===== src/rtl/qdac_pkg.sv =====
package qdac_pkg;

    localparam int WORD_W    = 16;
    localparam int ADDR_W    = 2;
    localparam int CODE_W    = 10;
    localparam int N_CH      = 1 << ADDR_W;
    localparam int CNT_W     = $clog2(WORD_W + 1);
    localparam int CTRL_BITS = ADDR_W + 2;
    localparam int CODE_LSB  = WORD_W - CTRL_BITS - CODE_W;

    typedef struct packed {
        logic [ADDR_W-1:0] chan;
        logic              off;
        logic              fast;
        logic [CODE_W-1:0] code;
    } cmd_t;

    typedef struct packed {
        logic              off;
        logic              fast;
        logic [CODE_W-1:0] code;
    } chan_state_t;

    typedef enum logic [1:0] {
        RX_IDLE,
        RX_SHIFT,
        RX_WAIT_RISE
    } rx_state_e;

    // Split a 16-bit word into its command fields
    function automatic cmd_t unpack_word(input logic [WORD_W-1:0] w);
        cmd_t c;
        c.chan = w[WORD_W-1 -: ADDR_W];
        c.off  = w[WORD_W-ADDR_W-1];
        c.fast = w[WORD_W-ADDR_W-2];
        c.code = w[CODE_LSB +: CODE_W];
        return c;
    endfunction

    // Move n received bits up to the top of the word, zero below them
    function automatic logic [WORD_W-1:0] align_partial(input logic [WORD_W-1:0] sr,
                                                        input logic [CNT_W-1:0] n);
        return sr << (WORD_W - int'(n));
    endfunction

endpackage


===== src/rtl/qdac_sync.sv =====
module qdac_sync #(
    parameter int             W       = 1,
    parameter int             STAGES  = 2,
    parameter logic [W-1:0]   RST_VAL = '0
) (
    input  logic         clk,
    input  logic         rst,
    input  logic [W-1:0] d_i,
    output logic [W-1:0] q_o
);
    logic [STAGES-1:0][W-1:0] pipe;

    always_ff @(posedge clk) begin
        if (rst) begin
            pipe <= {STAGES{RST_VAL}};
        end else begin
            pipe[0] <= d_i;
            for (int i = 1; i < STAGES; i++) begin
                pipe[i] <= pipe[i-1];
            end
        end
    end

    assign q_o = pipe[STAGES-1];
endmodule


===== src/rtl/qdac_edge.sv =====
module qdac_edge #(
    parameter int           W       = 1,
    parameter logic [W-1:0] RST_VAL = '0
) (
    input  logic         clk,
    input  logic         rst,
    input  logic [W-1:0] s_i,
    output logic [W-1:0] rise_o,
    output logic [W-1:0] fall_o
);
    logic [W-1:0] prev;

    always_ff @(posedge clk) begin
        if (rst) prev <= RST_VAL;
        else     prev <= s_i;
    end

    assign rise_o = s_i & ~prev;
    assign fall_o = ~s_i & prev;
endmodule


===== src/rtl/qdac_frame_rx.sv =====
module qdac_frame_rx
    import qdac_pkg::*;
#(
    parameter int MIN_BITS = CTRL_BITS
) (
    input  logic clk,
    input  logic rst,
    input  logic din_s,
    input  logic cs_n_s,
    input  logic sclk_rise,
    input  logic sclk_fall,
    input  logic fs_rise,
    input  logic fs_fall,
    output logic commit_o,
    output cmd_t cmd_o
);
    rx_state_e         state;
    logic [WORD_W-1:0] sr;
    logic [CNT_W-1:0]  cnt;

    always_ff @(posedge clk) begin
        if (rst) begin
            state    <= RX_IDLE;
            sr       <= '0;
            cnt      <= '0;
            commit_o <= 1'b0;
            cmd_o    <= '0;
        end else begin
            commit_o <= 1'b0;
            if (cs_n_s) begin
                state <= RX_IDLE;
            end else begin
                case (state)
                    RX_IDLE: begin
                        if (fs_fall) begin
                            state <= RX_SHIFT;
                            cnt   <= '0;
                            sr    <= '0;
                        end
                    end
                    RX_SHIFT: begin
                        if (fs_rise) begin
                            state <= RX_IDLE;
                            if (cnt >= CNT_W'(MIN_BITS)) begin
                                commit_o <= 1'b1;
                                cmd_o    <= unpack_word(align_partial(sr, cnt));
                            end
                        end else if (sclk_fall) begin
                            sr  <= {sr[WORD_W-2:0], din_s};
                            cnt <= cnt + 1'b1;
                            if (cnt == CNT_W'(WORD_W - 1)) state <= RX_WAIT_RISE;
                        end
                    end
                    RX_WAIT_RISE: begin
                        if (sclk_rise || fs_rise) begin
                            commit_o <= 1'b1;
                            cmd_o    <= unpack_word(sr);
                            state    <= RX_IDLE;
                        end
                    end
                    default: state <= RX_IDLE;
                endcase
            end
        end
    end
endmodule


===== src/rtl/qdac_chan_bank.sv =====
module qdac_chan_bank
    import qdac_pkg::*;
(
    input  logic                     clk,
    input  logic                     rst,
    input  logic                     commit_i,
    input  cmd_t                     cmd_i,
    input  logic                     ldac_n_s,
    input  logic                     pd_n_s,
    output logic [N_CH-1:0]          wr_en_o,
    output logic [N_CH*CODE_W-1:0]   code_o,
    output logic [N_CH-1:0]          off_o,
    output logic [N_CH-1:0]          fast_o
);
    logic        ldac_prev;
    logic        ldac_fall;
    chan_state_t new_val;

    always_ff @(posedge clk) begin
        if (rst) ldac_prev <= 1'b1;
        else     ldac_prev <= ldac_n_s;
    end

    assign ldac_fall = ldac_prev & ~ldac_n_s;
    assign new_val   = '{off: cmd_i.off, fast: cmd_i.fast, code: cmd_i.code};

    for (genvar g = 0; g < N_CH; g++) begin : g_ch
        chan_state_t in_q;
        chan_state_t out_q;
        logic        sel;

        assign sel        = commit_i && (cmd_i.chan == ADDR_W'(g));
        assign wr_en_o[g] = sel;

        always_ff @(posedge clk) begin
            if (rst) begin
                in_q  <= '0;
                out_q <= '0;
            end else begin
                if (sel) in_q <= new_val;
                if (sel && !ldac_n_s) out_q <= new_val;
                else if (ldac_fall)   out_q <= in_q;
            end
        end

        assign code_o[g*CODE_W +: CODE_W] = out_q.code;
        assign off_o[g]                   = out_q.off | ~pd_n_s;
        assign fast_o[g]                  = out_q.fast;
    end
endmodule


===== src/rtl/qdac_serial_front.sv =====
module qdac_serial_front
    import qdac_pkg::*;
#(
    parameter int SYNC_STAGES = 2,
    parameter int MIN_BITS    = CTRL_BITS
) (
    input  logic                   clk,
    input  logic                   rst,
    input  logic                   sclk_i,
    input  logic                   din_i,
    input  logic                   fs_i,
    input  logic                   cs_n_i,
    input  logic                   ldac_n_i,
    input  logic                   pd_n_i,
    output logic [N_CH*CODE_W-1:0] chan_code_o,
    output logic [N_CH-1:0]        chan_off_o,
    output logic [N_CH-1:0]        chan_fast_o
);
    logic       din_s, sclk_s, fs_s, cs_n_s, ldac_n_s, pd_n_s;
    logic [1:0] rise, fall;
    logic       commit;
    cmd_t       cmd;
    logic [N_CH-1:0] wr_en;

    qdac_sync #(.W(6), .STAGES(SYNC_STAGES), .RST_VAL(6'b011111)) u_sync (
        .clk (clk),
        .rst (rst),
        .d_i ({din_i, sclk_i, fs_i, cs_n_i, ldac_n_i, pd_n_i}),
        .q_o ({din_s, sclk_s, fs_s, cs_n_s, ldac_n_s, pd_n_s})
    );

    qdac_edge #(.W(2), .RST_VAL(2'b11)) u_edge (
        .clk    (clk),
        .rst    (rst),
        .s_i    ({sclk_s, fs_s}),
        .rise_o (rise),
        .fall_o (fall)
    );

    qdac_frame_rx #(.MIN_BITS(MIN_BITS)) u_rx (
        .clk       (clk),
        .rst       (rst),
        .din_s     (din_s),
        .cs_n_s    (cs_n_s),
        .sclk_rise (rise[1]),
        .sclk_fall (fall[1]),
        .fs_rise   (rise[0]),
        .fs_fall   (fall[0]),
        .commit_o  (commit),
        .cmd_o     (cmd)
    );

    qdac_chan_bank u_bank (
        .clk      (clk),
        .rst      (rst),
        .commit_i (commit),
        .cmd_i    (cmd),
        .ldac_n_s (ldac_n_s),
        .pd_n_s   (pd_n_s),
        .wr_en_o  (wr_en),
        .code_o   (chan_code_o),
        .off_o    (chan_off_o),
        .fast_o   (chan_fast_o)
    );
endmodule


===== config.mk =====
export PLATFORM = sky130hd
export DESIGN_NAME = qdac_serial_front
export DESIGN_NICKNAME = d
export VERILOG_FILES = /design/src/rtl/qdac_pkg.sv /design/src/rtl/qdac_sync.sv /design/src/rtl/qdac_edge.sv /design/src/rtl/qdac_frame_rx.sv /design/src/rtl/qdac_chan_bank.sv /design/src/rtl/qdac_serial_front.sv
export SDC_FILE = /design/constraint.sdc
export NUM_CORES = 1
export LEC_CHECK = 0
export CORE_UTILIZATION = 65
export CTS_CLUSTER_DIAMETER = 200
export DETAILED_ROUTE_END_ITERATION = 8
export DONT_BUFFER_PORTS = 1
export HOLD_SLACK_MARGIN = 0.03
export PLACE_DENSITY = 0.89
export SLEW_MARGIN = 25
export SYNTH_ARGS = -nofsm -noshare
export SYNTH_HDL_FRONTEND = slang
export SYNTH_SLANG_ARGS = --single-unit

===== constraint.sdc =====
create_clock -name clk -period 6.8 [get_ports clk]
set_clock_uncertainty 0.15 [all_clocks]
set_input_delay 0.34 -clock clk [delete_from_list [all_inputs] [get_ports clk]]
set_output_delay 0.34 -clock clk [all_outputs]
set_load 0.1 [all_outputs]

Yosys cells after proc, flatten, opt, wreduce, memory -nomap -nowiden

Index checks and enable logic that the tools add are counted.

$add $sub $neg: 2
Magnitude comparators: 1
Equality and inequality tests: 14
Shift operators: 1
Muxes and demuxes: 30
Bitwise logic cells: 12
Reductions and logical operators: 22

Operator list:

| cell                                                              | count |
|---|---|
| two-way mux 12 bit                                                | 8 |
| two-way mux 16 bit                                                | 3 |
| two-way mux 14 bit                                                | 3 |
| one-hot mux 16 bit (2 select lines)                               | 1 |
| left shift 16 x 32 -> 16 bit                                      | 1 |
| one-hot mux 14 bit (2 select lines)                               | 1 |
| two-way mux 5 bit                                                 | 3 |
| nonzero test 2 bit                                                | 6 |
| two-way mux 2 bit                                                 | 5 |
| one-hot mux 5 bit (2 select lines)                                | 1 |
| AND reduction 5 bit                                               | 2 |
| logical AND 1 bit                                                 | 8 |
| != test 2 bit, second input constant                              | 4 |
| equality test 2 bit, second input constant                        | 3 |
| one-hot mux 2 bit (3 select lines)                                | 1 |
| subtractor 5 x 5 -> 6 bit, first input constant                   | 1 |
| adder 5 x 1 -> 5 bit, second input constant                       | 1 |
| equality test 5 x 4 -> 1 bit, second input constant               | 1 |
| greater-or-equal comparator 5 x 3 -> 1 bit, second input constant | 1 |
| AND 2 bit                                                         | 2 |
| equality test 2 x 1 -> 1 bit, second input constant               | 2 |
| logical NOT 2 bit                                                 | 2 |
| != test 2 x 1 -> 1 bit, second input constant                     | 2 |
| inverter 2 bit                                                    | 2 |
| other kinds (11)                                                  | 18 |

Flip-flop bits (word level): 149
Input port bits: 8
Output and inout bits: 48
Logic and storage cells: 118

Logic depth before layout (Yosys ltp)

Depth in word-level cells: 5
Depth in mapped cells: 10
Depth with buffers taken out: 8

Hierarchy

From an unflattened synthesis, not the netlist that was laid out.

Cells, all modules: 859
Area, all modules: 7380.8 um2

Modules (own cells, without submodules):

| module         | instances | cells an instance | area each (um2) | seq. area each (um2) |
|---|---|---|---|---|
| qdac_chan_bank | 1         | 550               | 4445.5          | 1941.9 |
| qdac_frame_rx  | 1         | 270               | 2484.9          | 760.7 |
| qdac_sync      | 1         | 31                | 370.4           | 240.2 |
| qdac_edge      | 1         | 8                 | 80.1            | 40.0 |

Worst setup path before layout

OpenSTA, ideal clock, no wires.

Path type: register to register
From: register u_rx.cnt[0]
To: register u_rx.cmd_o[13] (netlist name)
Library setup time: 0.135 ns
Data arrival time: 2.162 ns
Data required time: 6.515 ns
Slack: 4.353 ns
Stages on the path, launching flop included: 10
Path buffers: 2
Period minus slack after synthesis: 2.447 ns
Cell sequence: dfxtp_1 buf_4 inv_1 ha_1 clkbuf_1 mux4_1 mux2i_1 nor4_1 a221oi_1 a211oi_1

Cells in the longest elaborated chain, start to end: 5
Elaborated cells between the ends (all ways): 8
Those cells by class: add/sub (1); order compare (1); eq/ne (1); shift (1); mux (3); reduce/logical (1)

RTL lines:

| element                             | RTL line            | source |
|---|---|---|
| start, declared                     | qdac_frame_rx.sv:19 | `logic [CNT_W-1:0] cnt;` |
| start signal, assigned              | qdac_frame_rx.sv:50 | `cnt <= cnt + 1'b1;` |
| subtractor 5 x 5 -> 6 bit           | qdac_pkg.sv:43      | `return sr << (WORD_W - int'(n));` |
| left shift 16 x 32 -> 16 bit        | qdac_pkg.sv:43      |  |
| two-way mux 14 bit                  | qdac_frame_rx.sv:44 | `if (cnt >= CNT_W'(MIN_BITS)) begin` |
| two-way mux 14 bit                  | qdac_frame_rx.sv:42 | `if (fs_rise) begin` |
| one-hot mux 14 bit (2 select lines) | qdac_frame_rx.sv:33 | `case (state)` |
| end signal, assigned                | qdac_frame_rx.sv:46 | `cmd_o <= unpack_word(align_partial(sr, cnt));` |
| end signal, assigned                | qdac_frame_rx.sv:57 | `cmd_o <= unpack_word(sr);` |
| end, declared                       | qdac_frame_rx.sv:15 | `output cmd_t cmd_o` |

Parallel ways exist; a longest one is shown, timed or not. The select of a mux whose other input is x is not followed.
A chain may end at the register's enable or synchronous reset.

Worst setup path after layout

From: register u_rx.cnt[0]
To: register u_rx.cmd_o[3] (netlist name)

The elaborated chain is that of the path after synthesis.

==> out/summary.txt <==
Status - complete, no violations
Async SR Flop Fraction - 0%
Final nets - 850
Final Hold Fails - 0
# diodes - 0
Cell count after synthesis - 932
Die H - 108 um
Hold Crit Class - input pin to flop
Hold_buf cts - 7
Layout cell share with drive strength beyond 1 - 8.60%
Crit path largest cell delay - 0.77 ns
PwrDens - 269 mW/mm^2
Critical path launch point - u_rx.cnt[0]
Post-synthesis sequential area ratio - 40.5%
IO buf count - 0
Slowest stage cell, crit path - ha_1
Total power - 0.00205 W
Arrival @ worst endpoint - 3.16 ns
First-pass GRT wire length - 26000 um
I/O Pins - 56
RSZ-0062 raised after global routing - false
Clock net sink count - 149
Tmin final - 3.03 ns
Via density - 6.08
Synth top area cells - dfxtp_1, nor2_1, nand2_1
Max Transition Viols Final - 0
Crit path cell chain - inv_1, ha_1, mux4_1, nand3_1, o41ai_2, a221oi_1, nor3_1
Clock-pin transition on the worst setup and hold timing paths - 0.06 ns
Yosys cell types - 53
Cell class contributing the biggest share of worst-path delay - adder cells
Final Setup Violations - 0
Flops & latches, synth - 149
WHS Path Cells - 2
Crit path buffers/inverters - 1
Initial antenna violation count - 0
Number of global-route vias before repair - 5310
Htree depth - 4
Main synth FF type - dfxtp_1
DR pass1 iterations - 5
Detailed-route wire length - 16700 um
Synth area leader - dfxtp_1
Setup crit end kind - flop
Worst setup path category - flop to flop
Initial DRC Count - 749
Critical Path Stages - 7
Cell area after layout - 0.00763 mm^2
CTS tree - yes
EDFF count, synth - 0
Crit start category - flop
GR Util All Layers - 28.5%
CTS Buffer Depth - 2
Synth top area share - 40.5%
Total CTS buffers - 17
Ys Warns - 0
Post-CTS Setup Bufs - 0
Max-Cap Viols - 0
Core Region - 0.0109 mm^2
Routability cong. - 0.937
Worst skew pair latency - 0.42 ns
ANT nets after route - 0
Initial Util - 67.3%
Path depth of the worst reg2reg path - 7
Root Buffer - clkbuf_16
Critical Path RT - 6.93 ns
Dpl cell area - 0.00692 mm^2
Largest net degree at the start of global routing - 147
Period Utilization, post-route - 44.5%
Fin Hold WS - 0.172 ns
Die W - 108 um
HPWL after DPL - 9830 um
Post-CTS sizing - 0
Max VDD drop - 0.234 mV
Leakage - 2.82 nW
Grt ovf - 0
Setup TNS - 0 ns
Placement Rows - 38
Crit-path max FO - 23
DR WL/cell - 16.8 um
Synthesized Nets - 946
DRC Markers - 0
Max Freq - 330 MHz
Slew HR - 29.0%
Worst R2R Start - u_rx.cnt[0]
Hold path startpoint - rst
Worst-Margin Slew - 1.07 ns
Die area - 0.0118 mm^2
Mean Syn Cell Area - 7.90 um^2
Post-synthesis to final-layout area growth - 3.60%
Post-Syn Area - 0.00736 mm^2
Vias - 6014
[where the power goes]
| group | internal (W) | switching (W) | leakage [nW] |
|---|---|---|---|
| clock | 0.000614 | 0.000364 | 0.298 |
| sequential | 0.000891 | 0.000104 | 1.21 |
| combinational | 0.0000256 | 0.0000529 | 1.31 |
[sequential cells by signal, summed over array words and instances (netlist names), 4 cells and up]
signal	flops
u_rx.cmd_o	14
u_bank.fast_o	4
u_bank.g_ch.out_q	4
u_rx.sr	16
u_sync.pipe	6
u_bank.g_ch.in_q	48
u_bank.code_o	40
u_rx.cnt	5
u_sync.q_o	6
[cells in the mapped netlist (3+ instances only)]
| cell | number |
|---|---|
| nand2b_1 | 11 |
| mux2_2 | 3 |
| nor2b_1 | 5 |
| a221oi_1 | 7 |
| buf_4 | 46 |
| a31oi_1 | 50 |
| and2_1 | 19 |
| nor3_1 | 11 |
| nand3_1 | 10 |
| buf_1 | 3 |
| nand3b_1 | 5 |
| xnor2_1 | 4 |
| o21ai_0 | 4 |
| ha_1 | 6 |
| a21oi_1 | 56 |
| or2_2 | 13 |
| mux4_2 | 10 |
| mux4_1 | 3 |
| nand2_1 | 115 |
| nor2_1 | 146 |
| nand4_1 | 3 |
| a211oi_1 | 7 |
| dfxtp_1 | 149 |
| buf_2 | 9 |
| inv_1 | 58 |
| mux2i_1 | 24 |
| clkbuf_1 | 68 |
| o22ai_1 | 50 |
| a22oi_1 | 3 |
[layout make-up]
type	count	area, um^2
sequential	149	2990
clock inverter	12	178
fill	822	3310
inverter	58	218
clock buffer	20	437
multi-input combinational	597	3490
tap	140	175
timing repair buffer	13	144
[worst register-to-register path: stages (launching register included)]
cell	delay, ns
dfxtp_2	0.72
inv_1	0.13
ha_1	0.77
mux4_1	0.44
nand3_1	0.14
o41ai_2	0.10
a221oi_1	0.35
nor3_1	0.09
[routing by layer]
layer  share of wire [%]  global-route usage, %
met5                   0                      0
met4                 2.9                   11.9
met3                 7.3                   9.58
met1                  42                   33.9
met2                  48                   47.0
[worst paths after layout]
| path | end | slack, ns |
|---|---|---|
| setup / recovery | u_rx.cmd_o[3] | 3.77 |
| hold / removal | u_rx.cnt[1] | 0.17 |
| hold reg to reg | u_sync.q_o[4] | 0.27 |
| setup reg to reg | u_rx.cmd_o[3] | 3.77 |
[layout by cell type, fill, tap and decap left out, types with 3 or more instances in the layout]
cell type | Yosys | layout
dfxtp_1 | 149 | 147
nor2_1 | 146 | 146
nand2_1 | 115 | 115
inv_1 | 58 | 58
a21oi_1 | 56 | 55
a31oi_1 | 50 | 50
o22ai_1 | 50 | 50
mux2i_1 | 24 | 24
and2_1 | 19 | 19
clkbuf_16 | 0 | 17
or2_2 | 13 | 13
nand2b_1 | 11 | 11
nor3_1 | 11 | 11
mux4_2 | 10 | 10
nand3_1 | 10 | 9
a211oi_1 | 7 | 7
a221oi_1 | 7 | 7
ha_1 | 6 | 6
dlygate4sd3_1 | 0 | 6
nand3b_1 | 5 | 5
nor2b_1 | 5 | 5
xnor2_1 | 4 | 4
o21ai_0 | 4 | 4
bufinv_16 | 0 | 4
buf_4 | 46 | 4
mux2_2 | 3 | 3
mux4_1 | 3 | 3
a22oi_1 | 3 | 3
nand4_1 | 3 | 3
clkinv_4 | 0 | 3
clkbuf_1 | 68 | 3
clkinv_2 | 0 | 3
[through the flow]
step	setup WS [ns]	util, %	std cells
after floorplan	4.35	-	932
after global placement	3.57	63.0	948
after detailed placement	3.43	63.3	950
after CTS	3.40	69.7	989
after global routing	3.58	69.7	989
final	3.77	69.7	989
[kinds of logic after synthesis]
group	after synthesis	share of synthesized area (%)
muxes	40	7.85
buffers and inverters	186	12.2
AOI/OAI and AO/OA	195	16.7
and+or+nand+nor	350	20.9
xor gates and xnor gates	6	0.816
DFF	149	40.5
adders and majority gates	6	1.02
No activity file was read; power rests on OpenSTA's default activity.
